$ cat src/rtl/mpwm.sv
module mpwm #(
  parameter int CW  = 16,
  parameter int PW  = 8,
  parameter int NCH = 6,
  parameter int AW  = 4
) (
  input  logic             clk,
  input  logic             rst_n,
  input  logic             cnt_en,
  input  logic             wr_en,
  input  logic [AW-1:0]    wr_addr,
  input  logic [CW-1:0]    wr_data,
  output logic [NCH-1:0]   pwm_o,
  output logic [NCH:0]     irq_flags_o,
  output logic             irq_o,
  output logic [CW-1:0]    count_o,
  output logic             running_o
);
  localparam int NMR    = NCH + 1;
  localparam int SEL_W  = 2 ** AW;
  localparam int A_IEN  = NMR;
  localparam int A_RST  = NMR + 1;
  localparam int A_STOP = NMR + 2;
  localparam int A_MODE = NMR + 3;
  localparam int A_PSC  = NMR + 4;
  localparam int A_CTL  = NMR + 5;
  localparam int A_CLR  = NMR + 6;

  logic [CW-1:0]     mr_sh [NMR];
  logic [CW-1:0]     mr    [NMR];
  logic [NMR*CW-1:0] mr_flat;
  logic [NMR-1:0]    ien, rst_on, stop_on, match, flags;
  logic [NCH:2]      dbl;
  logic [PW-1:0]     psc, pc;
  logic [CW-1:0]     count;
  logic              run;
  logic [NCH-1:0]    pwm_q;
  logic [SEL_W-1:0]  sel;
  logic              tick, clr_cnt, do_rst, do_stop;

  assign sel     = wr_en ? (SEL_W'(1) << wr_addr) : '0;
  assign tick    = run && cnt_en && (pc == psc);
  assign clr_cnt = sel[A_CTL] && wr_data[1];
  assign do_rst  = match[0] || (|(match & rst_on));
  assign do_stop = |(match & stop_on);

  for (genvar i = 0; i < NMR; i++) begin : g_slot
    assign match[i] = tick && (count == mr[i]);
    assign mr_flat[i*CW +: CW] = mr[i];

    always_ff @(posedge clk or negedge rst_n)
      if (!rst_n)      mr_sh[i] <= '0;
      else if (sel[i]) mr_sh[i] <= wr_data;

    always_ff @(posedge clk or negedge rst_n)
      if (!rst_n)                 mr[i] <= '0;
      else if (!run || match[0])  mr[i] <= mr_sh[i];
  end

  always_ff @(posedge clk or negedge rst_n) begin
    if (!rst_n) begin
      ien     <= '0;
      rst_on  <= '0;
      stop_on <= '0;
      dbl     <= '0;
      psc     <= '0;
    end else begin
      if (sel[A_IEN])  ien     <= wr_data[NMR-1:0];
      if (sel[A_RST])  rst_on  <= wr_data[NMR-1:0];
      if (sel[A_STOP]) stop_on <= wr_data[NMR-1:0];
      if (sel[A_MODE]) dbl     <= wr_data[NCH:2];
      if (sel[A_PSC])  psc     <= wr_data[PW-1:0];
    end
  end

  always_ff @(posedge clk or negedge rst_n) begin
    if (!rst_n) begin
      run   <= 1'b0;
      count <= '0;
      pc    <= '0;
    end else begin
      if (sel[A_CTL])  run <= wr_data[0];
      else if (do_stop) run <= 1'b0;
      if (clr_cnt) begin
        count <= '0;
        pc    <= '0;
      end else if (run && cnt_en) begin
        pc <= tick ? '0 : pc + 1'b1;
        if (tick) count <= do_rst ? '0 : (do_stop ? count : count + 1'b1);
      end
    end
  end

  always_ff @(posedge clk or negedge rst_n)
    if (!rst_n) flags <= '0;
    else        flags <= (flags & ~(sel[A_CLR] ? wr_data[NMR-1:0] : '0)) | (match & ien);

  for (genvar n = 1; n <= NCH; n++) begin : g_out
    logic set_w;
    if (n >= 2) begin : g_dual
      assign set_w = dbl[n] ? match[n-1] : match[0];
    end else begin : g_single
      assign set_w = match[0];
    end

    always_ff @(posedge clk or negedge rst_n)
      if (!rst_n)        pwm_q[n-1] <= 1'b0;
      else if (match[n]) pwm_q[n-1] <= 1'b0;
      else if (set_w)    pwm_q[n-1] <= 1'b1;
  end

  assign pwm_o       = pwm_q;
  assign irq_flags_o = flags;
  assign irq_o       = |flags;
  assign count_o     = count;
  assign running_o   = run;
endmodule

$ cat config.mk
export PLATFORM = sky130hd
export DESIGN_NAME = mpwm
export DESIGN_NICKNAME = d
export VERILOG_FILES = /design/src/rtl/mpwm.sv
export SDC_FILE = /design/constraint.sdc
export NUM_CORES = 1
export LEC_CHECK = 0
export ABC_AREA = 1
export ABC_CLOCK_PERIOD_IN_PS = 2000
export BUFFER_PORTS_ARGS = -buffer_cell sky130_fd_sc_hd__buf_2
export CAP_MARGIN = 15
export CORE_UTILIZATION = 55
export DETAILED_ROUTE_END_ITERATION = 16
export PLACE_DENSITY = 0.75
export SYNTH_ARGS = -nofsm -noshare
export SYNTH_HDL_FRONTEND = slang
export SYNTH_SLANG_ARGS = --single-unit
$ cat constraint.sdc
create_clock -name clk -period 2 [get_ports clk]
set_input_delay 0.3 -clock clk [delete_from_list [all_inputs] [get_ports clk]]
set_output_delay 0.3 -clock clk [all_outputs]
set_load 0.02 [all_outputs]
==> impl_metrics.env <==
export IMPL_timing_hold_worst_class="primary input to flop"
export IMPL_cts_buffers_inserted=30
export IMPL_cts_htree_levels=1
export IMPL_drt_drc_violations_left=0
export IMPL_count_of_nets_left_with_antenna_violations_after_detail_routing=0
export IMPL_globalplace_congestion=0.995
export IMPL_finish_instance_area_um2=17700
export IMPL_final_worst_path_setup_slack_ns=-0.222
export IMPL_required_worst_endpoint_ns=2.50
export IMPL_fmaxAchievable_mhz=450
export IMPL_net_count_after_synthesis=1718
export IMPL_syn_area_per_cell_um2=8.04
export IMPL_clk_transition_reported_paths_ns=0.06
export IMPL_wl_per_cell_um=18.7
export IMPL_cellLeakagePower_nw=8.99
export IMPL_start_util=0.560
export IMPL_dr_first_iter_drc_count=1290
export IMPL_finalMaxSlewViolations=0
export IMPL_clock_path_buffers=3
export IMPL_core_um2=24300
export IMPL_hold_viol=0
export IMPL_drv_cap=0
export IMPL_biggest_area_consumer_among_synthesized_cells="sky130_fd_sc_hd__dfrtp_1"
export IMPL_grt_start_max_net_pins=64
export IMPL_synth_fa_ha_area_frac=0.00184
export IMPL_fillers=1650
export IMPL_grt_util_met1=0.402
export IMPL_worst_hold_slack_ns=0.0288
export IMPL_timing_critical_path_from_type="flop"
export IMPL_insertedDiodeCount=0
export IMPL_yosys_area_share_simple=0.236
export IMPL_number_of_antenna_violations_at_the_first_check_in_global_routing=0
export IMPL_final_min_clock_period_ns=2.22
export IMPL_synth_compound_gate_area_share=0.102
export IMPL_ys_top_cells_by_area="sky130_fd_sc_hd__dfrtp_1 54%, sky130_fd_sc_hd__nand2_1 16%, sky130_fd_sc_hd__o21ai_0 8.4%, sky130_fd_sc_hd__nor2_1 4.5%, sky130_fd_sc_hd__inv_1 4.3%"
export IMPL_peakVddDrop_uv=715
export IMPL_power_mw=20.8
export IMPL_fin_cells=2217
export IMPL_vias=12400
export IMPL_worstSetupEndpointType="flop"
export IMPL_grt_use_total=0.296
export IMPL_relSlewSlack=0.617
export IMPL_post_syn_instances=1692
export IMPL_first_global_vias=11600
export IMPL_ys_seq_elements=296
export IMPL_routed_wirelength_mm=41.4
export IMPL_grt_met2_usage=0.487
export IMPL_grt_first_pass_wirelength_mm=59.6
export IMPL_clock_latency_ns=0.57
export IMPL_area_growth_synth_to_final_pct=30.1
export IMPL_gr_usage_met3=0.0370
export IMPL_finalCoreUtilization=0.728
export IMPL_failed_checks="setup timing"
export IMPL_drive_gt1_frac=0.256
export IMPL_post_synth_xor_area_fraction=0.0225
export IMPL_tritoncts_clock_tree="built"
export IMPL_final_setup_skew_ns=0.0113
export IMPL_design_portCount=55
export IMPL_critical_path_class="flop to flop"
export IMPL_rows=57
export IMPL_synth_warnings=0
export IMPL_synth_top_area_share=0.544
export IMPL_routed_via_density=5.61
export IMPL_cellPowerDensity_nw_per_um2=1180
export IMPL_largest_family_of_logic_cells_by_synthesized_area="simple AND/OR/NAND/NOR gates"
export IMPL_die_width_um=159
export IMPL_critical_path_arrival_ns=2.72
export IMPL_tightestPinTransition_ns=0.574
export IMPL_rsz0062_at_grt="true"
export IMPL_tritoncts_num_sinks=296
export IMPL_post_synth_instance_area_um2=13600
export IMPL_placedCellCount=2110
export IMPL_detailedRoute_firstPassIterationCount=6
export IMPL_timing_critical_path_fanout_max=6
export IMPL_post_route_period_util=1.11
export IMPL_layer_with_the_highest_usage="met2"
export IMPL_finalSetupViolations=110
export IMPL_yosys_cell_types_count=29
export IMPL_multiplexer_share_of_the_synthesized_area=0.0181
export IMPL_overflow=0
export IMPL_final_net_count=1898
export IMPL_post_dp_cell_area_um2=14900
export IMPL_post_synthesis_sequential_area_ratio=0.544
export IMPL_die_height_um=159
export IMPL_run_status="finished with violations"
export IMPL_portBuffers=54
export IMPL_clock_root_buffer="sky130_fd_sc_hd__clkbuf_16"
export IMPL_die_area_um2=25400
export IMPL_hpwl_mm=23.9
==> repair_timing <==
action,in CTS,in global routing
pin swaps,31,28
endpoints found under the setup margin,125,133
hold buffers,7,0
cloned,1,25
hold endpoints to repair,54,0
buffers inserted,8,16
resized for setup,59,307
==> kinds of logic after synthesis <==
family	Yosys count
simple gates	817
compound gates	275
xor+xnor	35
flops	296
fa+ha+maj	2
buf+inv	245
mux	22
==> report_power, final <==
group          internal, mW  leakage [nW]  switching [mW]
Combinational          2.87          4.79            3.71
Sequential             7.46          3.70            1.07
Clock                  3.35         0.495            2.36
Total                  13.7          8.99            7.14
==> registers in the layout (all words and copies together), names as in the netlist <==
signal and count:
pc 8, irq_flags_o 7, stop_on 7, running_o 1, rst_on 7, ien 7
mr_sh 112, pwm_o 6, psc 8, dbl 5, mr 112, count_o 16
==> per-stage QoR <==
step                setup TNS (ns)  setup WS, ns
floorplan                        0       0.00814
global placement             -5.52        -0.212
detailed placement           -7.06        -0.247
CTS                         -0.330       -0.0377
global route                -17.09        -0.342
finish                       -8.65        -0.222
==> Yosys cell counts, drive strengths merged <==
library cell	instances
nand3	39
nor3b	1
a21oi	40
o21ai	229
xnor2	2
nand4	14
ha	2
nor2	167
dfrtp	296
nor4	6
clkbuf	33
o31ai	4
mux2i	1
inv	168
nor3	6
nand2	584
a21boi	1
xor2	33
buf	44
mux2	21
a32o	1
==> routing by layer <==
metal | vias to the layer above | wire, um
li1 | 5667 | -
met1 | 6050 | 16400
met2 | 557 | 20000
met3 | 162 | 3140
met4 | 0 | 1840
met5 | - | 0
==> cell usage in the layout (no fill, tap or decap), types with 29 or more instances in the layout <==
cell type	count
sky130_fd_sc_hd__o21ai_1	37
sky130_fd_sc_hd__nand2_2	58
sky130_fd_sc_hd__buf_2	53
sky130_fd_sc_hd__o21ai_0	152
sky130_fd_sc_hd__clkbuf_16	51
sky130_fd_sc_hd__inv_1	150
sky130_fd_sc_hd__buf_4	92
sky130_fd_sc_hd__a21oi_1	38
sky130_fd_sc_hd__xor2_1	32
sky130_fd_sc_hd__nor2_1	131
sky130_fd_sc_hd__o21ai_2	40
sky130_fd_sc_hd__buf_6	29
sky130_fd_sc_hd__dfrtp_1	288
sky130_fd_sc_hd__nand2_1	509
==> final cells by class <==
type	count	area (um2)	share of cell area
Timing Repair Buffer	224	2280	0.129
Clock buffer	49	953	0.0539
Multi-Input combinational cell	1152	5960	0.337
Sequential cell	296	7420	0.419
Tap cell	324	405	0.0229
Inverter	168	643	0.0363
Clock inverter	4	45.0	0.00254
==> worst paths after layout <==
kind                       startpoint          to  slack [ns]  cells after the start
min in group asynchronous       rst_n     mr[103]        0.25                      2
hold reg to reg             mr_sh[19]      mr[19]        0.48                      2
max in group asynchronous       rst_n   mr_sh[63]        1.01                      3
setup / recovery           count_o[7]  count_o[8]       -0.22                     15
setup reg to reg           count_o[7]  count_o[8]       -0.22                     15
hold / removal             wr_data[1]      ien[1]        0.03                      3
==> critical path, stage by stage, from the launching register on <==
cell	delay, ns
sky130_fd_sc_hd__dfrtp_2	0.44
sky130_fd_sc_hd__buf_6	0.15
sky130_fd_sc_hd__nand2_1	0.06
sky130_fd_sc_hd__nand2_1	0.06
sky130_fd_sc_hd__nor2_1	0.17
sky130_fd_sc_hd__nand2_1	0.11
sky130_fd_sc_hd__nor2_2	0.22
sky130_fd_sc_hd__nand4_1	0.21
sky130_fd_sc_hd__nand2_1	0.12
sky130_fd_sc_hd__inv_1	0.05
sky130_fd_sc_hd__nand2_2	0.07
sky130_fd_sc_hd__nor2_4	0.04
sky130_fd_sc_hd__nand2_4	0.13
sky130_fd_sc_hd__buf_6	0.16
sky130_fd_sc_hd__nand3_4	0.08
sky130_fd_sc_hd__nand2_2	0.08
(Power assumes the default switching activity.)
